===== src/rtl/seg_enc_pkg.sv =====
package seg_enc_pkg;
  localparam int DATA_W  = 8;
  localparam int SEG_LEN = DATA_W + 2;
  localparam int IDX_W   = $clog2(SEG_LEN);

  // status byte: bit 7 always set, then conditions down to frame error at bit 0
  function automatic logic [DATA_W-1:0] pack_status(
    input logic err, input logic spd, input logic dup, input logic link,
    input logic jab, input logic nib, input logic fc);
    return {1'b1, fc, nib, jab, link, dup, spd, err};
  endfunction
endpackage


===== src/rtl/seg_slot_timer.sv =====
module seg_slot_timer
  import seg_enc_pkg::*;
(
  input  logic             clk,
  input  logic             rst_n,
  output logic [IDX_W-1:0] idx,
  output logic             seg_last,
  output logic             seg_first
);
  assign seg_last  = (idx == IDX_W'(SEG_LEN - 1));
  assign seg_first = (idx == '0);

  always_ff @(posedge clk or negedge rst_n) begin
    if (!rst_n)        idx <= '0;
    else if (seg_last) idx <= '0;
    else               idx <= idx + 1'b1;
  end
endmodule


===== src/rtl/seg_frame_track.sv =====
module seg_frame_track (
  input  logic clk,
  input  logic rst_n,
  input  logic take,
  input  logic idle_slot,
  input  logic in_err,
  input  logic nib_in,
  output logic err_lat,
  output logic nib_lat
);
  logic in_frame;

  always_ff @(posedge clk or negedge rst_n) begin
    if (!rst_n) begin
      in_frame <= 1'b0;
      err_lat  <= 1'b0;
      nib_lat  <= 1'b0;
    end else if (take) begin
      in_frame <= 1'b1;
      err_lat  <= in_frame ? (err_lat | in_err) : in_err;
      nib_lat  <= nib_in;
    end else if (idle_slot) begin
      in_frame <= 1'b0;
    end
  end
endmodule


===== src/rtl/seg_source.sv =====
module seg_source
  import seg_enc_pkg::*;
#(
  parameter int SLOW_REPEAT = 10
) (
  input  logic               clk,
  input  logic               rst_n,
  input  logic               seg_last,
  input  logic               in_valid,
  input  logic [DATA_W-1:0]  in_data,
  input  logic               spd100,
  input  logic               crs,
  input  logic [DATA_W-1:0]  status_byte,
  output logic               in_ready,
  output logic               take,
  output logic [SEG_LEN-1:0] seg_next
);
  localparam int REP_W = $clog2(SLOW_REPEAT) + 1;

  logic [REP_W-1:0]  rep_left;
  logic [DATA_W-1:0] hold_byte;

  assign in_ready = seg_last && (rep_left == '0);
  assign take     = in_ready && in_valid;

  always_comb begin
    if (take)                 seg_next = {in_data, 1'b1, crs};
    else if (rep_left != '0)  seg_next = {hold_byte, 1'b1, crs};
    else                      seg_next = {status_byte, 1'b0, crs};
  end

  always_ff @(posedge clk or negedge rst_n) begin
    if (!rst_n) begin
      rep_left  <= '0;
      hold_byte <= '0;
    end else if (take) begin
      hold_byte <= in_data;
      rep_left  <= spd100 ? '0 : REP_W'(SLOW_REPEAT - 1);
    end else if (seg_last && rep_left != '0) begin
      rep_left  <= rep_left - 1'b1;
    end
  end
endmodule


===== src/rtl/seg_shift.sv =====
module seg_shift
  import seg_enc_pkg::*;
(
  input  logic               clk,
  input  logic               rst_n,
  input  logic               load,
  input  logic [SEG_LEN-1:0] seg_next,
  input  logic [IDX_W-1:0]   idx,
  output logic               bit_out
);
  logic [SEG_LEN-1:0] seg_q;

  assign bit_out = seg_q[idx];

  always_ff @(posedge clk or negedge rst_n) begin
    if (!rst_n)    seg_q <= {pack_status(1'b0, 1'b0, 1'b0, 1'b0, 1'b0, 1'b0, 1'b0), 2'b00};
    else if (load) seg_q <= seg_next;
  end
endmodule


===== src/rtl/serial_rx_seg_encoder.sv =====
module serial_rx_seg_encoder
  import seg_enc_pkg::*;
#(
  parameter int SLOW_REPEAT = 10
) (
  input  logic        clk,
  input  logic        rst_n,
  input  logic        in_valid,
  output logic        in_ready,
  input  logic [7:0]  in_data,
  input  logic        in_err,
  input  logic        rx_crs,
  input  logic        st_spd100,
  input  logic        st_full_dup,
  input  logic        st_link_up,
  input  logic        st_jabber,
  input  logic        st_false_car,
  input  logic        st_nib_ok,
  output logic        ser_data,
  output logic        ser_sync
);
  logic [IDX_W-1:0]   idx;
  logic               seg_last;
  logic               take;
  logic               err_lat, nib_lat;
  logic [DATA_W-1:0]  status_byte;
  logic [SEG_LEN-1:0] seg_next;

  seg_slot_timer u_timer (
    .clk(clk), .rst_n(rst_n), .idx(idx), .seg_last(seg_last), .seg_first(ser_sync)
  );

  assign status_byte = pack_status(err_lat, st_spd100, st_full_dup, st_link_up,
                                   st_jabber, nib_lat, st_false_car);

  seg_source #(.SLOW_REPEAT(SLOW_REPEAT)) u_src (
    .clk(clk), .rst_n(rst_n), .seg_last(seg_last), .in_valid(in_valid),
    .in_data(in_data), .spd100(st_spd100), .crs(rx_crs), .status_byte(status_byte),
    .in_ready(in_ready), .take(take), .seg_next(seg_next)
  );

  seg_frame_track u_track (
    .clk(clk), .rst_n(rst_n), .take(take), .idle_slot(in_ready && !in_valid),
    .in_err(in_err), .nib_in(st_nib_ok), .err_lat(err_lat), .nib_lat(nib_lat)
  );

  seg_shift u_shift (
    .clk(clk), .rst_n(rst_n), .load(seg_last), .seg_next(seg_next),
    .idx(idx), .bit_out(ser_data)
  );
endmodule


===== config.mk =====
export PLATFORM = sky130hd
export DESIGN_NAME = serial_rx_seg_encoder
export DESIGN_NICKNAME = d
export VERILOG_FILES = /design/src/rtl/seg_enc_pkg.sv /design/src/rtl/seg_slot_timer.sv /design/src/rtl/seg_frame_track.sv /design/src/rtl/seg_source.sv /design/src/rtl/seg_shift.sv /design/src/rtl/serial_rx_seg_encoder.sv
export SDC_FILE = /design/constraint.sdc
export NUM_CORES = 1
export LEC_CHECK = 0
export BUFFER_PORTS_ARGS = -buffer_cell sky130_fd_sc_hd__buf_2
export CAP_MARGIN = 20
export CORE_MARGIN = 2
export CORE_UTILIZATION = 60
export CTS_CLUSTER_DIAMETER = 40
export DETAILED_ROUTE_END_ITERATION = 16
export PLACE_DENSITY = 0.83
export SLEW_MARGIN = 20
export SYNTH_ARGS = -nofsm -noshare
export SYNTH_HDL_FRONTEND = slang
export SYNTH_HIERARCHICAL = 1
export SYNTH_SLANG_ARGS = --single-unit

===== constraint.sdc =====
create_clock -name clk -period 4.5 [get_ports clk]
set_clock_uncertainty 0.1 [all_clocks]
set_input_delay 0.45 -clock clk [delete_from_list [all_inputs] [get_ports clk]]
set_output_delay 0.45 -clock clk [all_outputs]
set_load 0.005 [all_outputs]

==> run_results.csv, run 1 <==
group,metric,value,unit
die,dieArea,3110,um2
sta,setup_viol,0,
layout,area_growth,10.6,%
global_route,grt_usage,22.9,%
detailed_routing,drt_iter0_drc,40,
placed_design,place_inst,189,
die,die_x,55.8,um
clock_tree,cts.sinks,30,
clock_tree,h-tree-depth,2,
layout,final_cells,197,
sta,rsz0062_at_grt,"no",
detailed_routing,num_vias,1186,
setup_path,rr_endpoint,"u_track/nib_lat",
sta,finalHoldViolCount,0,
sta,relSlewSlack,45.2,%
detailed_routing,viasPerCell,6.02,
clock_tree,cts_root_buf,"clkbuf_4",
yosys,seq_area_frac_synth,46.8,%
clock_tree,cts_setup_buffers,0,
yosys,synth_top_area_share,45.1,%
placed_design,gp_congestion,0.839,
yosys,syn_area,1610,um2
yosys,synthTopCellsByArea,"dfrtp_1 45%, mux2_4 9.3%, mux2_2 7.7%",
yosys,avgSynthCellArea,11.2,um2
detailed_routing,dr.pass1.iters,4,
detailed_routing,remaining_drc_errors,0,
setup_path,r2r_slack,1.49,ns
clock_tree,cts_hold_buf,0,
global_route,grt_overflow,0,
sta,tns,0,ns
clock_tree,cts_tree,"done",
sta,max_freq,332,MHz
detailed_routing,routed_wl,3.18,mm
layout,nets,186,
yosys,synth-seq-cells,30,
yosys,synth.net_count,164,
setup_path,cp.depth,7,
setup_path,end_kind,"flop",
setup_path,cp.required,4.61,ns
sta,finalMaxSlewViolations,0,
setup_path,worstPathArrival,3.12,ns
clock_tree,cts_inserted_buffers,5,
setup_path,r2r_cells,7,
sta,tightest_slew,0.822,ns
setup_path,critical_path.top_delay_family,"simple AND/OR/NAND/NOR gates",
global_route,grt_max_degree,31,
yosys,ys_types,39,
layout,diodes,0,
yosys,synth_most_common_cell,"dfrtp_1",
pwr,p_leak,0.861,nW
die,ioPinCount,22,
yosys,synth_cells,144,
pwr,vdd_drop_max,0.000240,V
setup_path,crit_type,"reg -> reg",
setup_path,cpMostUsedCell,"inv_1",
worst_hold_path,hold_class,"in -> async",
clock_tree,clk_latency,0.33,ns
setup_path,worst-path-buf-inv,3,
status,status,"completed",
setup_path,crit_chain,"inv_1 -> nor3b_2 -> buf_4 -> nand4bb_1 -> or2_1 -> inv_1 -> mux2_4",
yosys,synthArstFlopShare,100,%
layout,final_layout_size_suffix_gt1_share,35.3,%
die,die_y,55.8,um
yosys,yosys_warnings,6,
yosys,synthTopCellsByCount,"29 x dfrtp_1, 20 x nand2_1, 11 x mux2_2, 11 x nor3_1",
detailed_routing,wire_per_inst,16.1,um
clock_tree,clkTransAtPathRegs,0.10,ns
sta,timing.final.crit_share,67.0,%
yosys,yosysTopAreaCell,"dfrtp_1",
global_route,grt_pass1_wl,5.51,mm
die,floorplan.initialDensity,64.3,%
detailed_routing,ant_nets,0,
pwr,power_density,319,nW/um2
die,core,2500,um2
run,drv_cap,0,
setup_path,crit_fanout,19,
yosys,synth_ff_type,"dfrtp_1",
yosys,synth-edff-count,0,
clock_tree,cts-resized-gates,0,
placed_design,place_hpwl,2.29,mm
setup_path,start_kind,"flop",
placed_design,port_buffers,21,
setup_path,crit_slowest_cell,"or2_1",
sta,fin_crit,3.01,ns
global_route,grt_pass1_vias,1199,
setup_path,cpPeakStageDelay,0.68,ns
die,num_rows,18,
clock_tree,cts_max_path_buffers,2,
global_route,grt_antenna_before_repair,0,
setup_path,reg2reg_from,"u_timer/idx[0]",
-- metal layers --
metal	GRT usage [%]	up-vias	wire length (um)
met5	0	-	0
met3	6.28	8	233
met4	12.2	0	69
met2	33.8	60	1490
met1	30.7	565	1390
li1	-	553	-
-- worst max path at each step --
| stage | startpoint | to | slack [ns] |
|---|---|---|---|
| 6_report | u_timer/idx[0] | u_track/nib_lat | 1.49 |
| 5_1_grt | u_timer/idx[0] | u_track/nib_lat | 1.21 |
| 4_1_cts | u_timer/idx[0] | u_track/nib_lat | 1.51 |
| 3_5_place_dp | u_timer/idx[0] | u_track/nib_lat | 1.54 |
| 3_3_place_gp | u_timer/idx[0] | u_track/nib_lat | 1.69 |
| 2_1_floorplan | u_timer/idx[0] | u_track/nib_lat | 2.04 |
-- layout make-up --
type / count / area (um2)
multi-input combinational: 97 / 774
sequential: 30 / 752
fill: 179 / 722
timing repair buffer: 23 / 120
clock buffer: 7 / 55.1
tap: 30 / 37.5
inverter: 9 / 33.8
clock inverter: 1 / 5.00
-- sequential cells by signal, indices dropped and copies added (netlist names) --
signal            flops
u_track/in_frame      1
u_shift/seg_q        10
u_track/err_lat       1
u_src/hold_byte       8
u_timer/idx           4
u_track/nib_lat       1
u_src/rep_left        5
-- power breakdown --
| part | internal (mW) | leakage [nW] | switching [mW] |
|---|---|---|---|
| combinational | 0.0511 | 0.460 | 0.0425 |
| clock | 0.0756 | 0.0353 | 0.0880 |
| sequential | 0.294 | 0.366 | 0.0165 |
| total | 0.420 | 0.861 | 0.147 |
-- stage by stage --
| step | setup WS (ns) | power (mW) | utilization, % | hold slack, ns | area, um2 |
|---|---|---|---|---|---|
| global placement | 1.69 | 0.402 | 68.7 | 0.368 | 1720 |
| global route | 1.21 | 0.598 | 71.1 | 0.0854 | 1780 |
| floorplan | 2.04 | 0.376 | - | 0.0544 | 1610 |
| finish | 1.49 | 0.567 | 71.1 | 0.0271 | 1780 |
| detailed placement | 1.54 | 0.408 | 68.7 | 0.384 | 1720 |
| CTS | 1.51 | 0.574 | 71.1 | 0.0421 | 1780 |
-- logic make-up after synthesis --
kind of cell	Yosys count	share of synthesized area, %
flip-flops	30	46.8
AO/OA/AOI/OAI	20	9.18
multiplexers	25	20.3
XOR/XNOR	1	0.545
AND/OR/NAND/NOR	49	16.8
other	1	0.233
buffers and inverters	17	5.37
adder cells (fa/ha/maj)	1	0.778
-- layout by cell type, fill, tap and decap left out, drive strengths merged, types with 2 or more instances in the layout --
cell type   n
mux2i       3
nor4b       2
nor2        2
nand2      20
nor3       11
mux2       21
nand2b      4
a21o        2
inv         9
a32o        2
buf        23
nor2b       2
and2        2
a31oi      10
clkbuf      7
o21ai       2
dfrtp      29
(Power assumes the default switching activity.)
==> inputs of run 2 (changes only) <==
- CORE_UTILIZATION: 60 -> 51
- PLACE_DENSITY: 0.83 -> 0.75
- clock period: 4.5 -> 2.6 ns (I/O delays scaled with it)
==> run 2 against run 1 <==
Total power rose by 72%. Final cell count rose by 8.6%. Clock power rose by 71%. Largest power group unchanged. Wire length fell by 0.22%. Hold slack improved by 0.042 ns.
==> run_results.csv, run 2 (synthesized netlist as in run 1, its figures left out) <==
group,metric,value,unit
setup_path,crit_type,"reg -> out",
clock_tree,cts.sinks,30,
layout,diodes,0,
sta,tns,0,ns
die,die_y,60.1,um
setup_path,r2r_slack,0.39,ns
status,status,"completed",
detailed_routing,num_vias,1179,
setup_path,r2r_cells,7,
pwr,power_density,537,nW/um2
setup_path,cp.required,2.24,ns
detailed_routing,dr.pass1.iters,4,
global_route,grt_usage,20.0,%
setup_path,start_kind,"flop",
global_route,grt_pass1_vias,1208,
sta,rsz0062_at_grt,"no",
layout,nets,189,
clock_tree,cts_tree,"done",
layout,top_register,"u_shift/seg_q",
die,ioPinCount,22,
pwr,p_leak,0.871,nW
sta,finalMaxSlewViolations,0,
sta,max_freq,438,MHz
sta,relSlewSlack,56.1,%
setup_path,end_kind,"primary output",
global_route,grt_antenna_before_repair,0,
layout,reg_top3,"u_shift/seg_q x10, u_src/hold_byte x8, u_src/rep_left x5",
detailed_routing,viasPerCell,5.51,
setup_path,worstPathArrival,1.92,ns
clock_tree,cts_root_buf,"clkbuf_4",
layout,final_common_cell,"dfrtp_1",
die,die_x,60.1,um
sta,setup_viol,0,
detailed_routing,ant_nets,0,
die,core,3030,um2
die,dieArea,3620,um2
clock_tree,cts_inserted_buffers,5,
layout,area_growth,13.2,%
detailed_routing,remaining_drc_errors,0,
clock_tree,clkTransAtPathRegs,0.09,ns
die,num_rows,20,
placed_design,port_buffers,21,
sta,finalHoldViolCount,0,
die,floorplan.initialDensity,53.1,%
pwr,vdd_drop_max,0.000269,V
run,drv_cap,0,
sta,tightest_slew,0.659,ns
layout,final_cell_mix,"29 x dfrtp_1, 21 x buf_2, 20 x nand2_1",
global_route,grt_max_degree,31,
layout,final_core_utilization,60.1,%
setup_path,crit_end,"ser_data",
layout,final_layout_size_suffix_gt1_share,35.3,%
global_route,grt_overflow,0,
detailed_routing,drt_iter0_drc,64,
setup_path,reg2reg_from,"u_timer/idx[0]",
detailed_routing,routed_wl,3.17,mm
global_route,grt_pass1_wl,5.20,mm
sta,fin_crit,2.28,ns
clock_tree,clk_latency,0.32,ns
detailed_routing,wire_per_inst,14.8,um
setup_path,rr_endpoint,"u_shift/seg_q[4]",
clock_tree,cts_max_path_buffers,2,
placed_design,place_hpwl,2.22,mm
setup_path,crit_fanout,9,
sta,timing.final.crit_share,87.8,%
worst_hold_path,hold_class,"in -> reg",
layout,largest_reg_flops,10,
setup_path,critPathLaunch,"u_timer/idx[0]",
clock_tree,h-tree-depth,2,
placed_design,gp_congestion,0.795,
## run 2: how the worst min path moves through the flow
| stage | cells after the start | endpoint | start | slack [ns] |
|---|---|---|---|---|
| after global routing | 2 | u_track/nib_lat | st_nib_ok | 0.04 |
| after global placement | 1 | u_src/hold_byte[2] | rst_n | 0.22 |
| final | 2 | u_shift/seg_q[0] | rx_crs | 0.07 |
| after detailed placement | 1 | u_src/hold_byte[3] | rst_n | 0.24 |
| after CTS | 2 | u_shift/seg_q[0] | rx_crs | 0.06 |
| after floorplan | 0 | u_shift/seg_q[0] | rst_n | -0.14 |
## run 2: stage by stage
step	power, mW	std cells	area [um2]	hold WS (ns)	setup slack (ns)
after floorplan	0.651	144	1610	-0.136	0.138
final	0.978	214	1820	0.0691	0.317
after CTS	0.994	214	1820	0.0555	0.295
after global routing	1.04	214	1820	0.0415	0.224
after detailed placement	0.705	205	1750	0.238	0.464
after global placement	0.697	205	1750	0.220	0.514
## run 2: power by group
group,switching (mW),internal (mW),total [mW]
Clock,0.148,0.133,0.281
Combinational,0.0701,0.0906,0.161
Sequential,0.0274,0.508,0.536
Total,0.246,0.732,0.978
## run 2: critical path, stage by stage, from the launching register on
cell and delay [ns]:
dfrtp_1 0.56, mux4_2 0.55, a2bb2oi_1 0.14, a32o_1 0.22, buf_2 0.12
## run 2: layout make-up
class                   instances  area [um2]
well taps                      44        55.1
multi-input cells              97         774
fillers                       275        1210
clock buffers                   8        58.8
flip-flops and latches         30         752
repair buffers                 26         145
inverters                       9        33.8
## run 2: repair_timing
action | 4_1_cts | 5_1_grt
gates resized for setup | 0 | 0
hold buffers | 1 | 0
setup buffers | 0 | 0
hold endpoints to repair | 29 | 0
## run 2: routing by layer
| metal | global-route usage [%] | up-vias | part of all wire (%) |
|---|---|---|---|
| met5 | 0 | - | 0 |
| met4 | 8.89 | 0 | 1.8 |
| met3 | 7.58 | 8 | 5.7 |
| met2 | 32.0 | 31 | 49 |
| met1 | 23.8 | 582 | 44 |
| li1 | - | 558 | - |
==> inputs of run 3 (changes only) <==
- SYNTH_HIERARCHICAL: 1 -> default
==> run 3 against run 2 <==
Cell area up 1.1%. Register-to-register slack better by 0.29 ns. First-iteration DRC count down 33%. Largest cell class unchanged. Combinational power grew to 4.0 times the previous value. Die area fell by 0.50%. Highest routed layer unchanged. Worst setup slack worse by 0.058 ns.
==> run_results.csv, run 3 <==
group,metric,value,unit
status,status,"completed",
pwr,pwr-share-seq,39.7,%
clock_tree,cts_setup_buffers,0,
clock_tree,cts_root_buf,"clkbuf_4",
setup_path,cpPeakStageDelay,0.61,ns
pwr,clock_power_share,26.3,%
layout,final_area,1840,um2
setup_path,crit_type,"reg -> out",
yosys,synth_ff_type,"dfrtp_1",
pwr,power_density,1020,nW/um2
yosys,synthArstFlopShare,100,%
global_route,grt_pass1_wl,5.61,mm
detailed_routing,met1_length,1.47,mm
pwr,p_switching,0.578,mW
layout,final_layout_size_suffix_gt1_share,31.8,%
pwr,pwr-share-comb,34.0,%
global_route,grt_max_degree,31,
setup_path,cp.required,2.24,ns
placed_design,place_inst,205,
placed_design,port_buffers,21,
setup_path,worstPathArrival,1.98,ns
layout,nets,189,
pwr,p_int,1.29,mW
placed_design,post_dp_cell_area,1720,um2
layout,nFillCells,267,
clock_tree,clkTransAtPathRegs,0.10,ns
yosys,synthTopCellsByCount,"29 x dfrtp_1, 18 x nand2_1, 10 x nor2_1, 9 x mux2_2, 9 x nor2b_1",
placed_design,place_hpwl,2.19,mm
yosys,synth-compound-area-share,16.5,%
global_route,grt_antenna_before_repair,0,
detailed_routing,viasPerCell,5.48,
sta,layout_setup_ws,0.259,ns
sta,max_freq,427,MHz
die,ioPinCount,22,
yosys,synth_top_family_by_area,"simple AND/OR/NAND/NOR gates",
layout,diodes,0,
yosys,syn_area,1600,um2
die,floorplan.initialDensity,52.8,%
yosys,synth_top_area_share,45.4,%
sta,holdWs,0.0233,ns
sta,timing.final.crit_share,90.0,%
yosys,synth_fa_ha_area_share,0.782,%
clock_tree,cts_tree,"done",
yosys,synth_cells,148,
yosys,synthTopCellsByArea,"dfrtp_1 45%, mux2_2 6.3%, a211oi_2 4.7%",
yosys,yosys_warnings,0,
yosys,synth-xor-area-share,0.548,%
detailed_routing,drt_iter0_drc,43,
detailed_routing,remaining_drc_errors,0,
clock_tree,cts_hold_buf,1,
detailed_routing,met3RoutedLength,133,um
sta,finalMaxSlewViolations,0,
yosys,avgSynthCellArea,10.8,um2
yosys,synthSimpleGateAreaFrac,20.3,%
clock_tree,cts_max_path_buffers,2,
detailed_routing,dr.pass1.iters,5,
sta,tns,0,ns
placed_design,gp_congestion,0.756,
layout,area_growth,15.0,%
global_route,grt_pass1_vias,1201,
die,die_y,60.0,um
die,die_x,60.0,um
global_route,grt_usage,21.4,%
setup_path,crit_fanout,13,
detailed_routing,highest_layer,"met4",
detailed_routing,ant_nets,0,
yosys,synth-edff-count,0,
yosys,seq_area_frac_synth,47.0,%
clock_tree,clk_latency,0.33,ns
setup_path,crit_chain,"inv_1 -> ha_1 -> or4b_4 -> nor2_1 -> buf_2",
pwr,vdd_drop_max,0.000588,V
layout,final_cell_mix,"29 x dfrtp_1, 21 x buf_2, 18 x nand2_1",
sta,rsz0062_at_grt,"no",
worst_hold_path,hold_class,"in -> reg",
detailed_routing,num_vias,1173,
sta,fin_crit,2.34,ns
layout,largest_reg_flops,10,
pwr,p_leak,0.811,nW
die,core,3030,um2
setup_path,start_kind,"flop",
sta,tightest_slew,0.660,ns
yosys,synthMuxAreaShare,10.2,%
placed_design,dp_slack,0.640,ns
pwr,swShare,30.9,%
global_route,grt_overflow,0,
yosys,synth-seq-cells,30,
sta,relSlewSlack,56.0,%
die,num_rows,20,
sta,setup_viol,0,
clock_tree,cts-resized-gates,0,
pwr,total_power,1.87,mW
yosys,synth_most_common_cell,"dfrtp_1",
layout,final_common_cell,"dfrtp_1",
layout,final_core_utilization,60.7,%
layout,top_register,"u_shift.seg_q",
detailed_routing,wl_met2,1.53,mm
run,drv_cap,0,
detailed_routing,wire_per_inst,15.0,um
layout,final_cells,214,
sta,finalHoldViolCount,0,
clock_tree,cts.sinks,30,
yosys,yosysTopAreaCell,"dfrtp_1",
clock_tree,cts_inserted_buffers,5,
layout,reg_top3,"u_shift.seg_q x10, u_src.hold_byte x8, u_src.rep_left x5",
yosys,synth.net_count,168,
clock_tree,h-tree-depth,2,
detailed_routing,routed_wl,3.20,mm
die,dieArea,3600,um2
setup_path,end_kind,"primary output",
setup_path,crit_slowest_cell,"or4b_4",
yosys,ys_types,44,
[run 3: cell types whose count changed after synthesis, sizes merged, moves of 6 or more]
cell / delta
mux2: -11
a31oi: -10
nor2: +8
nor3: -8
o31ai: +8
a211oi: +7
nor2b: +7
inv: -6
[run 3: kinds of logic after synthesis]
logic type,Yosys count
xor gates and xnor gates,1
and+or+nand+nor,55
buffers and inverters,14
muxes,15
AOI/OAI and AO/OA,32
adders and majority gates,1
DFF,30
[run 3: path summary, 6_finish.rpt]
kind                                    from            endpoint  slack [ns]  cells after the start
max in group asynchronous              rst_n  u_src.hold_byte[1]        1.59                      2
setup reg to reg           u_src.rep_left[0]    u_shift.seg_q[2]        0.68                      5
min in group asynchronous              rst_n   u_src.rep_left[1]        0.39                      2
hold / removal                        rx_crs    u_shift.seg_q[0]        0.02                      3
hold reg to reg             u_shift.seg_q[1]    u_shift.seg_q[1]        0.39                      2
setup / recovery           u_src.rep_left[0]            in_ready        0.26                      5
[run 3: power by group through the flow]
stage          registers [mW]  logic (mW)  clock network, mW
2_1_floorplan           0.718       0.526                  0
3_3_place_gp            0.741       0.610                  0
3_5_place_dp            0.750       0.645                  0
4_1_cts                 0.740       0.645              0.498
5_1_grt                 0.763       0.715              0.517
6_report                0.743       0.637              0.493
[run 3: worst max-delay path: cells and delay by family (launching register included)]
kind | cells | cell delay [ns]
adder cells (fa/ha/maj) | 1 | 0.22
flip-flops | 1 | 0.43
buffers and inverters | 2 | 0.24
AND/OR/NAND/NOR | 2 | 0.78
[run 3: layer usage]
metal / track usage (%) / up-vias
met5: 0 / -
li1: - / 576
met4: 9.21 / 0
met1: 28.1 / 568
met2: 32.9 / 23
met3: 6.28 / 6
[run 3: cell type report]
class | count | area (um2) | area share [%]
flip-flops and latches | 30 | 752 | 40.9
clock inverters | 2 | 60.1 | 3.27
repair buffers | 25 | 138 | 7.48
multi-input cells | 104 | 772 | 42.0
well taps | 44 | 55.1 | 2.99
inverters | 3 | 11.3 | 0.612
clock buffers | 6 | 51.3 | 2.79
